`config.mk`:
```
export PLATFORM = sky130hd
export DESIGN_NAME = bitrate_gen
export DESIGN_NICKNAME = d
export VERILOG_FILES = /design/src/rtl/bitrate_pkg.sv /design/src/rtl/rate_norm.sv /design/src/rtl/phase_acc.sv /design/src/rtl/bitrate_gen.sv
export SDC_FILE = /design/constraint.sdc
export NUM_CORES = 1
export LEC_CHECK = 0
export ABC_AREA = 1
export BUFFER_PORTS_ARGS = -buffer_cell sky130_fd_sc_hd__buf_2
export CAP_MARGIN = 20
export CORE_MARGIN = 2
export CORE_UTILIZATION = 30
export CTS_BUF_LIST = sky130_fd_sc_hd__clkbuf_4
export DETAILED_ROUTE_END_ITERATION = 10
export PLACE_DENSITY = 0.54
export SLEW_MARGIN = 10
export SYNTH_ARGS = -nofsm -noshare
export SYNTH_HDL_FRONTEND = slang
export SYNTH_HIERARCHICAL = 1
export SYNTH_SLANG_ARGS = --single-unit
```
`constraint.sdc`:
```
create_clock -name clk -period 3.01 [get_ports clk]
set_input_delay 0.4515 -clock clk [delete_from_list [all_inputs] [get_ports clk]]
set_output_delay 0.4515 -clock clk [all_outputs]
set_load 0.05 [all_outputs]
```
`src/rtl/bitrate_pkg.sv`:
```
package bitrate_pkg;
    localparam int RATE_W = 8;
    localparam int PHASE_W = RATE_W + 1;
endpackage

```
`src/rtl/rate_norm.sv`:
```
module rate_norm #(
    parameter int CODE_W = bitrate_pkg::RATE_W
) (
    input  logic              clk,
    input  logic              rst_n,
    input  logic [CODE_W-1:0] code_i,
    output logic [CODE_W-1:0] code_o
);
    logic [CODE_W-1:0] norm_d;

    always_comb begin
        norm_d = CODE_W'(1);
        for (int i = 0; i < CODE_W; i++) begin
            if (code_i[i]) begin
                norm_d = CODE_W'(1) << i;
            end
        end
    end

    assign code_o = norm_d;

    // the normalised code always has exactly one bit set
    always_ff @(posedge clk) begin
        if (rst_n) begin
            a_r5_code_onehot: assert ($countones(code_o) == 1)
                else $error("normalised code not one-hot");
        end
    end
endmodule

```
`src/rtl/phase_acc.sv`:
```
module phase_acc #(
    parameter int CODE_W = bitrate_pkg::RATE_W,
    localparam int ACC_W = CODE_W + 1
) (
    input  logic              clk,
    input  logic              rst_n,
    input  logic              step_i,
    input  logic [CODE_W-1:0] inc_i,
    output logic              tick_o
);
    typedef struct packed {
        logic [ACC_W-1:0] acc;
        logic             tick;
    } acc_state_t;

    acc_state_t st_d, st_q;
    logic [ACC_W:0] sum;

    always_comb begin
        sum  = {1'b0, st_q.acc} + (ACC_W+1)'(inc_i);
        st_d = st_q;
        if (step_i) begin
            st_d.acc  = sum[ACC_W-1:0];
            st_d.tick = sum[ACC_W];
        end else begin
            st_d.acc  = '0;
            st_d.tick = 1'b0;
        end
    end

    always_ff @(posedge clk) begin
        if (!rst_n) begin
            st_q <= '0;
        end else begin
            st_q <= st_d;
        end
    end

    assign tick_o = st_q.tick;

    // phase returns to zero after any cycle without stepping
    a_r7_acc_cleared: assert property (@(posedge clk) disable iff (!rst_n)
        !$past(step_i) |-> st_q.acc == '0);

    // with a code no larger than half the phase range, ticks never touch
    a_r4_single_tick: assert property (@(posedge clk) disable iff (!rst_n)
        tick_o |=> !tick_o);
endmodule

```
`src/rtl/bitrate_gen.sv`:
```
module bitrate_gen #(
    parameter int CODE_W = bitrate_pkg::RATE_W
) (
    input  logic              clk,
    input  logic              rst_n,
    input  logic              en,
    input  logic [CODE_W-1:0] rate_code,
    output logic              tick,
    output logic              idle
);
    typedef struct packed {
        logic              run;
        logic [CODE_W-1:0] code;
    } ctl_state_t;

    ctl_state_t ctl_d, ctl_q;
    logic [CODE_W-1:0] norm_code;
    logic              step;

    rate_norm #(.CODE_W(CODE_W)) i_norm (
        .clk    (clk),
        .rst_n  (rst_n),
        .code_i (rate_code),
        .code_o (norm_code)
    );

    always_comb begin
        ctl_d     = ctl_q;
        ctl_d.run = en;
        if (!ctl_q.run) begin
            ctl_d.code = norm_code;
        end
    end

    always_ff @(posedge clk) begin
        if (!rst_n) begin
            ctl_q      <= '0;
            ctl_q.code <= CODE_W'(1);
        end else begin
            ctl_q <= ctl_d;
        end
    end

    assign step = ctl_q.run && en;

    phase_acc #(.CODE_W(CODE_W)) i_acc (
        .clk    (clk),
        .rst_n  (rst_n),
        .step_i (step),
        .inc_i  (ctl_q.code),
        .tick_o (tick)
    );

    assign idle = !ctl_q.run;

    // no tick while idle
    a_r8_no_tick_idle: assert property (@(posedge clk) disable iff (!rst_n)
        idle |-> !tick);

    // captured code frozen while running
    a_r6_code_stable: assert property (@(posedge clk) disable iff (!rst_n)
        ctl_q.run && $past(ctl_q.run) |-> $stable(ctl_q.code));
endmodule

```
==> Word-level counts from Yosys, hierarchy flattened <==
Index checks and enable logic that the tools add are counted.
{ "word_totals": {"ff_bits": 19, "latchBits": 0, "ramBits": 0, "rom_bits": 0, "output_inout_bits": 2, "wordCells": 15, "memories": 0} }
{ "op_classes": {"addsub": 1, "mul": 0, "n_div": 0, "magnitude_cmp": 0, "n_eq_ne": 0, "n_shift": 0, "mux": 7, "n_bitwise": 0, "n_reduce_logical": 3} }
{ "op_table": {"columns": ["cell", "n"], "rows": [
  ["adder 9 x 8 -> 10 bit", 1],
  ["two-way mux 8 bit", 1],
  ["two-way mux 7 bit", 1],
  ["two-way mux 6 bit", 1],
  ["two-way mux 5 bit", 1],
  ["two-way mux 4 bit", 1],
  ["two-way mux 3 bit", 1],
  ["two-way mux 2 bit", 1],
  ["AND reduction 2 bit", 1],
  ["logical AND 1 bit", 1],
  ["zero test 1 bit", 1]
]} }

==> Longest topological paths before layout <==
Gate-level depths: netlist of run 1.
{ "logic_depth": {"ltp_word": 7, "ltp_mapped": 10} }

==> Hierarchy <==
Netlist of run 1, hierarchy kept.
{ "by_module_without_submodules": {"columns": ["mod", "instances", "cells_per_inst", "area_per_inst_um2", "seq_area_each_um2"], "rows": [
  ["phase_acc", 1, 114, 715.7, 200.2],
  ["bitrate_gen", 1, 55, 375.4, 180.2],
  ["rate_norm", 1, 21, 87.6, 0.0]
]} }

==> Least setup slack after synthesis of run 1 <==
Ideal clock, no wire load.
{ "synth_timing": {"path_kind": "register -> register", "startpoint": "register ctl_q[0] (netlist bit)", "endpoint": "register i_acc/st_q[9] (netlist bit)", "setup_ps": 115, "arrival_ps": 1359, "required_time_ps": 2895, "path_slack_ps": 1536, "path_stages_with_launch": 10, "synth_period_minus_slack_ps": 1474, "cell_sequence": "dfxtp_1 > ha_1 > inv_1 > fa_1 > inv_1 > nand2_1 > nand2_1 > nand3_1 > a21oi_1 > nor2_1"} }
{ "synth_via": {"elab_chain_cells": 1} }
{ "synth_lines": {"columns": ["element", "line_no", "text"], "rows": [
  ["start: declaration", "bitrate_gen.sv:16", "ctl_state_t ctl_d, ctl_q;"],
  ["start signal: assignment", "bitrate_gen.sv:40", "ctl_q <= ctl_d;"],
  ["adder 9 x 8 -> 10 bit", "phase_acc.sv:20", "sum = {1'b0, st_q.acc} + (ACC_W+1)'(inc_i);"],
  ["end signal: assignment", "phase_acc.sv:35", "st_q <= st_d;"],
  ["end: declaration", "phase_acc.sv:16", "acc_state_t st_d, st_q;"]
]} }
Every way passes these cells.
A chain may end at the register's enable or synchronous reset.

==> Worst setup path after layout of run 1 <==
{ "layout_timing": {"startpoint": "register ctl_q[8] (netlist bit)", "endpoint": "output idle"} }
{ "layout_via": {"elab_chain_cells": 1} }
{ "layout_lines": {"columns": ["element", "line_no", "text"], "rows": [
  ["zero test 1 bit", "bitrate_gen.sv:54", "assign idle = !ctl_q.run;"],
  ["end: declaration", "bitrate_gen.sv:9", "output logic idle"]
]} }
Every way passes these cells.

==> impl.org, run 1 <==
** Routing
- For this block, wires on met1 add up to 1040 um.
- In this run the top signal layer used is met4.
- The count of nets left with antenna violations once routing finished came out at 0.
- Met3 Wirelength :: 59 um
- Met2 WL post-DR :: 919 um
- Number of violations reported at the end of detailed-routing iteration 0 :: 65
- In the final routed layout, each cell accounts on average for 8.19 um.
- Total number of vias :: 1024
- After detailed routing, the number of remaining DRC violations is 0.
- Wires add up to 2040 um.
- Post-DR vias/cell :: 4.11
- First drt pass iteration count :: 4

** Pwr
- Summed over all nets, the switching power comes to 0.116 mW.
- Flop pwr share :: 58.2%
- Net switching is 25.4% of the power.
- The share of total power dissipated in combinational logic is 11.8%.
- Power spread over the standard cell area amounts to 354 mW/mm^2.
- Across the VDD grid, the largest voltage drop is 0.187 mV.
- The clock network accounts for 29.9% of the total power.
- P_int :: 0.341 mW
- Static leakage :: 0.682 nW

** Clock network
- Maximum buffer depth of the clock tree :: 2
- TritonCTS clock tree :: built
- Clk Latency, worst-skew pair :: 0.30 ns
- Depth of the CTS H-tree :: 1
- Clock tree synthesis selected as its root buffer the cell sky130_fd_sc_hd__clkbuf_4.
- # resized after CTS :: 0
- Clock sink count :: 19
- Number of post-CTS setup repair buffers :: 0
- The number of clock buffers added by TritonCTS is 3.
- Post-CTS Hold Buffers :: 0
- Clock slew seen by the registers of the worst setup and hold paths :: 0.10 ns

** Yosys
- Mapped Cells :: 190
- Synthesized Nets :: 210
- After synthesis, the share of cell area in mux cells is 0%.
- Synthesis inferred 19 register bits.
- In the synthesized netlist the dominant register cell turns out to be sky130_fd_sc_hd__dfxtp_1.
- By area, the combinational part of the netlist is dominated by simple AND/OR/NAND/NOR gates.
- Most frequent cell after synthesis :: sky130_fd_sc_hd__nand2_1
- Share of the synthesized netlist area taken by xor and xnor gates :: 0%
- The top cell type by area accounts for 32.3% of the synthesized area.
- Counting flops with a built-in enable in the synthesized netlist gives 0.
- Post-synthesis compound-gate area fraction :: 3.82%
- Of the synthesized area, sequential elements account for 32.3%.
- The Yosys step of the flow raised 6 warnings.
- Adder-cell area share of the yosys netlist :: 10.2%
- Avg Inst Size Synth :: 6.20 sq um
- In the synthesized netlist the async set-or-reset flop fraction comes to 0%.
- Top cells by area, synth :: sky130_fd_sc_hd__dfxtp_1 (32%), sky130_fd_sc_hd__nand2_1 (18%), sky130_fd_sc_hd__inv_1 (11%), sky130_fd_sc_hd__nor2_1 (11%), sky130_fd_sc_hd__ha_1 (8.5%)
- Post-synthesis simple-gate area fraction :: 38.2%
- Distinct cell type count after synthesis :: 19
- Combined area of all synthesized cells :: 0.00118 sq mm
- The largest total area in the synthesized netlist belongs to sky130_fd_sc_hd__dfxtp_1.
- By count the netlist is led by sky130_fd_sc_hd__nand2_1 (58), sky130_fd_sc_hd__inv_1 (36), sky130_fd_sc_hd__nor2_1 (36), sky130_fd_sc_hd__dfxtp_1 (19), sky130_fd_sc_hd__nand3_1 (10).

** Finish
- Total inserted antenna cells :: 0
- After filler insertion, the fill cell instance count of the layout stands at 438.
- Fraction of layout instances using a drive strength above 1 :: 10.9%
- The net count of the finished layout is 222.
- From synthesis to final layout, the design area changed by 9.34%.
- Post-route cell area :: 0.00129 sq mm

** Die
- The floorplan step defined a core boundary enclosing 0.00372 sq mm.
- Number of placed I/O pins :: 13
- Overall die width :: 66.7 um
- From bottom edge to top edge, the die measures 66.7 um.
- Starting utilization of the core area :: 31.7%
- The floorplan step defined a die boundary enclosing 0.00445 sq mm.
- Count of standard-cell rows :: 22

** Hold path
- The path class of the tightest hold or removal check is input port to flop.
- For hold timing, the worst endpoint is ctl_q[8].
- Along the worst hold path, the cell count comes to 3.
- Source of the worst hold timing path :: en

** Critical path
- The worst register-to-register path has a depth of 9.
- The worst register-to-register path ends at i_acc/st_q[9].
- Of all nets on the critical path, the largest fanout is 17.
- The worst register-to-register path begins at ctl_q[0].
- Data arrival time at the worst-slack endpoint :: 1.31 ns
- Type of origin of the critical path :: flop
- Worst setup EP type :: output port
- CP Data Required Time :: 2.56 ns
- Setup slack on the worst flop-to-flop path :: 1.35 ns
- Crit path kind :: flop to output port

** Global routing
- The number of global-route vias before repair came to 987.
- Remaining global-route overflow :: 0
- Aggregate global-route resource usage :: 11.4%
- The initial antenna violation count was 0.
- Entering global routing, the biggest net connects 18 pins.
- The first global-routing pass estimated 3910 um of wire.

** Place
- Port Buffer Count :: 11
- Placed cell area :: 0.00126 sq mm
- Routability-driven placement finished with a final weighted congestion of 0.788.
- Detailed placement ended at an HPWL of 1650 um.

** Timing
- Hold Violations, Final :: 0
- For the pin with the worst max-slew slack, the measured transition is 0.544 ns.
- Setup repair after global routing left no endpoint under its margin.
- Setup violations remaining at the end of the flow were counted as 0.
- Summed over all failing endpoints, the final setup total negative slack is 0 ns.
- The final count of pins violating max slew is 0.
- Final clock period utilization by the worst path :: 58.6%
- Max-slew headroom at the worst pin :: 63.7%
- On the final layout, the worst clock skew is 0.00655 ns.
- FMAX :: 567 MHz
- Counting I/O delays and the setup requirement, the final critical path takes 1.76 ns.

** Run
- Number of max-cap violations :: 0

** Status
- The run finished with clean final reports.
==> registers in the layout, indices dropped and copies added (netlist names) <==
| name | cells |
|---|---|
| ctl_q | 9 |
| i_acc/st_q | 9 |
| i_acc/tick_o | 1 |
==> logic make-up (layout without fill, tap and decap cells) <==
logic type,count (synthesis),after routing
AND/OR/NAND/NOR,111,111
buffers and inverters,42,53
flip-flops,19,19
adder cells (fa/ha/maj),9,9
AO/OA/AOI/OAI,9,9
==> metal layers <==
metal  vias to the layer above  track usage (%)
met5                         -                0
li1                        581                -
met4                         0             4.59
met2                         8             19.5
met3                         2             3.04
met1                       433             13.4
==> critical path, cell delays in order (launching register included) <==
cell and delay [ns]:
sky130_fd_sc_hd__dfxtp_1 0.68, sky130_fd_sc_hd__inv_1 0.11, sky130_fd_sc_hd__buf_2 0.23
==> per-stage QoR <==
stage | hold slack, ns | worst slack [ns] | total power, mW | instances | util (%)
2_1_floorplan | 0.448 | 1.54 | 0.314 | 190 | -
3_3_place_gp | 0.480 | 1.35 | 0.326 | 245 | 33.9
3_5_place_dp | 0.487 | 1.33 | 0.327 | 245 | 33.9
4_1_cts | 0.334 | 1.21 | 0.468 | 249 | 34.7
5_1_grt | 0.336 | 1.12 | 0.490 | 249 | 34.7
6_report | 0.344 | 1.25 | 0.456 | 249 | 34.7
==> layout make-up <==
type | instances | area, sq um | share of cell area (%)
Timing Repair Buffer | 11 | 55.1 | 4.27
Multi-Input combinational cell | 129 | 616 | 47.8
Inverter | 38 | 148 | 11.5
Tap cell | 48 | 60.1 | 4.66
Clock buffer | 4 | 30.0 | 2.33
Sequential cell | 19 | 380 | 29.5
==> layout by cell type (no fill, tap or decap) <==
cell type                  instances
sky130_fd_sc_hd__inv_2             1
sky130_fd_sc_hd__nand2_2           2
sky130_fd_sc_hd__fa_1              1
sky130_fd_sc_hd__dfxtp_1          19
sky130_fd_sc_hd__inv_1            36
sky130_fd_sc_hd__and2_4            1
sky130_fd_sc_hd__nand2_1          58
sky130_fd_sc_hd__nor2_2            2
sky130_fd_sc_hd__nand3b_1          1
sky130_fd_sc_hd__nand3_1          10
sky130_fd_sc_hd__clkbuf_4          4
sky130_fd_sc_hd__o21ai_1           1
sky130_fd_sc_hd__or2_1             1
sky130_fd_sc_hd__a21oi_1           8
sky130_fd_sc_hd__clkinv_4          1
sky130_fd_sc_hd__nor2_1           36
sky130_fd_sc_hd__buf_2            11
sky130_fd_sc_hd__ha_1              8
==> how the worst max path moves through the flow <==
stage               startpoint             to  slack, ns  cells after the start
finish                ctl_q[8]           idle       1.25                      2
global route          ctl_q[8]           idle       1.12                      2
CTS                   ctl_q[8]           idle       1.21                      2
detailed placement    ctl_q[0]  i_acc/st_q[9]       1.33                      9
global placement      ctl_q[0]  i_acc/st_q[9]       1.35                      9
floorplan             ctl_q[0]  i_acc/st_q[9]       1.54                      9
==> power groups by stage <==
| stage | sequential (mW) | combinational (mW) | clock (mW) |
|---|---|---|---|
| floorplan | 0.268 | 0.0464 | 0 |
| finish | 0.266 | 0.0539 | 0.137 |
| global route | 0.268 | 0.0640 | 0.158 |
| global placement | 0.272 | 0.0536 | 0 |
| CTS | 0.266 | 0.0547 | 0.147 |
| detailed placement | 0.272 | 0.0544 | 0 |
Power figures use the tool's default switching activity.
==> run 2, diff against run 1 <==
ABC_AREA = 0   (was 1)
PLACE_DENSITY = 0.55   (was 0.54)
clock period = 1.7 ns   (was 3.01 ns; I/O delays follow)
==> impl.org, run 2 <==
** Finish
- Total inserted antenna cells :: 0 (unchanged)
- The most common cell after layout, fill and taps aside is sky130_fd_sc_hd__dfxtp_1 (was sky130_fd_sc_hd__nand2_1).
- Relative area change from synthesis to final layout :: 20.1% (was 9.34%)
- The multi-input logic area came to 652 sq um (was 616 sq um).
- The area used by sequential logic in the layout is 383 sq um (was 380 sq um).
- Commonest cells after routing, fill and taps aside: sky130_fd_sc_hd__dfxtp_1 (17), sky130_fd_sc_hd__buf_2 (11), sky130_fd_sc_hd__mux2i_1 (9) (was sky130_fd_sc_hd__nand2_1 (58), sky130_fd_sc_hd__inv_1 (36), sky130_fd_sc_hd__nor2_1 (36)).
- The core utilization of the finished layout is 37.5% (was 34.7%).
- Fraction of layout instances using a drive strength above 1 :: 27.6% (was 10.9%)
- Nets :: 148 (was 222)
- Total of fill cells in the finished design :: 361 (was 438)

** Critical path
- The reg2reg setup slack is 0.05 ns (was 1.35 ns).
- Worst setup EP type :: flop (was output port)
- CP Data Required Time :: 1.95 ns (was 2.56 ns)
- The highest fanout seen on the critical path came to 3 (was 17).
- Data arrival time at the worst-slack endpoint :: 1.90 ns (was 1.31 ns)
- Crit path kind :: flop to flop (was flop to output port)
- Type of origin of the critical path :: flop (unchanged)

** Clock network
- The CTS clock-pin slew for the worst setup and hold paths was 0.12 ns (was 0.10 ns).
- Maximum buffer depth of the clock tree :: 2 (unchanged)
- The CTS root buffer is sky130_fd_sc_hd__clkbuf_4 (unchanged).
- The maximum level of the CTS H-tree was 1 (unchanged).
- Number of CTS-inserted buffers :: 3 (unchanged)
- Clk Latency, worst-skew pair :: 0.31 ns (was 0.30 ns)
- Clock sink count :: 19 (unchanged)
- TritonCTS clock tree :: built (unchanged)

** Pwr
- The fraction of power consumed by combinational cells came to 9.6% (was 11.8%).
- The proportion of power drawn by the clock network came to 31.5% (was 29.9%).
- The portion of total power attributed to sequential cells came to 58.9% (was 58.2%).
- P_int :: 0.579 mW (was 0.341 mW)
- The leakage power summed over all cells is 0.496 nW (was 0.682 nW).
- Maximum vdd ir drop :: 0.275 mV (was 0.187 mV)
- Power density over the cells :: 629 mW/mm^2 (was 354 mW/mm^2)
- The sum of internal, switching and leakage power came to 0.780 mW (was 0.456 mW).
- The proportion of total power due to net switching was 25.9% (was 25.4%).
- The net switching power was 0.202 mW (was 0.116 mW).

** Hold path
- The path class of the lowest-slack min-delay path is input port to flop (unchanged).

** Yosys
- Synthesized Nets :: 129 (was 210)
- The most frequently used flop master after synthesis is sky130_fd_sc_hd__dfxtp_1 (unchanged).
- The post-synth design cell area is 0.00103 sq mm (was 0.00118 sq mm).
- Sequential element share of the synthesized area :: 36.8% (was 32.3%)
- Syn. warnings :: 6 (unchanged)
- Avg Inst Size Synth :: 9.48 sq um (was 6.20 sq um)
- Mapped Cells :: 109 (was 190)
- Synth top cells by count: sky130_fd_sc_hd__dfxtp_1 (19), sky130_fd_sc_hd__mux2i_1 (9), sky130_fd_sc_hd__ha_1 (8), sky130_fd_sc_hd__nor2b_1 (8), sky130_fd_sc_hd__nand2_1 (7) (was sky130_fd_sc_hd__nand2_1 (58), sky130_fd_sc_hd__inv_1 (36), sky130_fd_sc_hd__nor2_1 (36), sky130_fd_sc_hd__dfxtp_1 (19), sky130_fd_sc_hd__nand3_1 (10)).
- Number of flops mapped to enable cells by yosys :: 0 (unchanged)
- Most frequent cell after synthesis :: sky130_fd_sc_hd__dfxtp_1 (was sky130_fd_sc_hd__nand2_1)
- The share of the synthesized area in the top cell type came to 36.8% (was 32.3%).
- Top cells by area, synth :: sky130_fd_sc_hd__dfxtp_1 (37%), sky130_fd_sc_hd__ha_1 (9.7%), sky130_fd_sc_hd__mux2i_1 (8.7%), sky130_fd_sc_hd__nor2b_1 (4.8%), sky130_fd_sc_hd__nor3_1 (2.9%) (was sky130_fd_sc_hd__dfxtp_1 (32%), sky130_fd_sc_hd__nand2_1 (18%), sky130_fd_sc_hd__inv_1 (11%), sky130_fd_sc_hd__nor2_1 (11%), sky130_fd_sc_hd__ha_1 (8.5%))
- The share of async-settable or async-resettable flops after synthesis is 0% (unchanged).
- Distinct cell type count after synthesis :: 36 (was 19)
- The number of synthesized register bits was 19 (unchanged).
- Dominant cell type by area after synthesis :: sky130_fd_sc_hd__dfxtp_1 (unchanged)

** Routing
- Post-DR vias/cell :: 4.83 (was 4.11)
- DR DRC count :: 0 (unchanged)
- Number of violations reported at the end of detailed-routing iteration 0 :: 11 (was 65)
- The length of the first detailed-routing pass in iterations is 4 (unchanged).
- The per-cell routed wire length was 12.3 um (was 8.19 um).
- The overall routed net length is 2130 um (was 2040 um).
- The via total after detailed routing is 835 (was 1024).
- Remaining antenna violation count after routing :: 0 (unchanged)

** Timing
- The worst-case hold slack is 0.160 ns (was 0.344 ns).
- Min cycle time layout :: 1.65 ns
- Worst setup skew after layout :: 0.00597 ns (was 0.00655 ns)
- The slew of the pin with the lowest slew margin was 0.263 ns (was 0.544 ns).
- Hold Violations, Final :: 0 (unchanged)
- The final count of negative-setup-slack endpoints was 0 (unchanged).
- The normalized max-slew margin was 82.4% (was 63.7%).
- RSZ-0062 raised after global routing: true (was false).
- The final critical path takes up 96.8% of the cycle.
- FMAX :: 608 MHz
- The final count of pins violating max slew was 0 (unchanged).

** Place
- The total of buffers placed on input and output ports is 11 (unchanged).
- DP HPWL :: 1580 um (was 1650 um)
- Routability congestion estimate from global placement :: 0.801 (was 0.788)

** Die
- The number of core rows was 21 (was 22).
- Die Ht :: 62.7 um (was 66.7 um)
- The die span in x was 62.7 um (was 66.7 um).
- Number of placed I/O pins :: 13 (unchanged)
- The area of the placeable core is 0.00331 sq mm (was 0.00372 sq mm).
- The total die area is 0.00393 sq mm (was 0.00445 sq mm).
- Starting utilization of the core area :: 31.2% (was 31.7%)

** Global routing
- The global-route usage over all layers was 11.8% (was 11.4%).
- Via count of the first global-routing pass :: 824 (was 987)
- The initial antenna violation count came to 0 (unchanged).
- The wire length of the first global-routing pass was 3620 um (was 3910 um).
- Pin count of the biggest net entering global routing :: 13 (was 18)
- The residual overflow from global routing is 0 (unchanged).

** Run
- The max-cap violation count is 0 (unchanged).

** Status
- Run status :: finished, final reports clean (unchanged)
==> run 2: cell count changes after synthesis, sizes merged, moves of 3 or more <==
| cell | previous run | this run |
|---|---|---|
| a21oi | 8 | 4 |
| inv | 37 | 6 |
| mux2i | 0 | 9 |
| nand2 | 60 | 7 |
| nand3 | 10 | 2 |
| nor2 | 38 | 6 |
| nor2b | 0 | 9 |
| nor3 | 0 | 6 |
| o21a | 0 | 3 |
==> run 2: final timing paths <==
| kind | endpoint | depth (start not counted) | from |
|---|---|---|---|
| min reg2reg | i_acc/st_q[9] | 2 | i_acc/st_q[9] |
| min | ctl_q[8] | 2 | en |
| max reg2reg | i_acc/st_q[7] | 7 | ctl_q[0] |
| max | i_acc/st_q[7] | 7 | ctl_q[0] |
==> run 2: power by group through the flow <==
stage | clock [mW] | sequential [mW] | combinational [mW]
4_1_cts | 0.262 | 0.460 | 0.0746
6_report | 0.246 | 0.460 | 0.0748
3_3_place_gp | 0 | 0.468 | 0.0709
5_1_grt | 0.282 | 0.461 | 0.0844
2_1_floorplan | 0 | 0.467 | 0.0480
3_5_place_dp | 0 | 0.468 | 0.0735
==> run 2: cell type report <==
type | instances | share of cell area, %
Clock buffer | 3 | 1.81
Timing Repair Buffer | 16 | 7.76
Sequential cell | 19 | 30.8
Clock inverter | 1 | 0.605
Inverter | 6 | 1.81
Multi-Input combinational cell | 82 | 52.5
Tap cell | 46 | 4.64
==> run 2: cell families after synthesis <==
kind of cell | after synthesis | share of synthesized area (%)
AND/OR/NAND/NOR | 45 | 26.4
flip-flops | 19 | 36.8
AO/OA/AOI/OAI | 18 | 11.6
multiplexers | 9 | 8.72
adder cells (fa/ha/maj) | 9 | 11.6
buffers and inverters | 8 | 4.00
XOR/XNOR | 1 | 0.848
==> run 2: routing by layer <==
layer | track usage (%) | up-vias | part of all wire [%]
met5 | 0 | - | 0
met4 | 5.83 | 0 | 0.94
met3 | 1.80 | 2 | 2.6
met2 | 21.0 | 10 | 51
met1 | 13.8 | 397 | 45
li1 | - | 426 | -
==> run 2: metrics by stage <==
stage          setup slack (ns)  instances  area [sq um]  setup TNS [ns]
4_1_cts                 0.00463        173          1220               0
3_3_place_gp            -0.0197        168          1160         -0.0205
3_5_place_dp            -0.0617        168          1160          -0.115
2_1_floorplan            0.0276        109          1030               0
6_report                 0.0550        173          1240               0
5_1_grt                -0.00979        173          1240         -0.0169
==> run 2: worst max-delay path, stage by stage, from the launching register on <==
cell and delay [ns]:
sky130_fd_sc_hd__dfxtp_2 0.36, sky130_fd_sc_hd__ha_4 0.16, sky130_fd_sc_hd__inv_2 0.05, sky130_fd_sc_hd__fa_2 0.22, sky130_fd_sc_hd__nor2b_4 0.05, sky130_fd_sc_hd__o31a_1 0.28
sky130_fd_sc_hd__or4_1 0.40, sky130_fd_sc_hd__nand3_1 0.07
==> run 2: timing repair <==
item	CTS	global route
buffers inserted	1	0
resized for setup	6	4
hold buffers	0	0
endpoints found under the setup margin	2	4
pin swaps	4	3
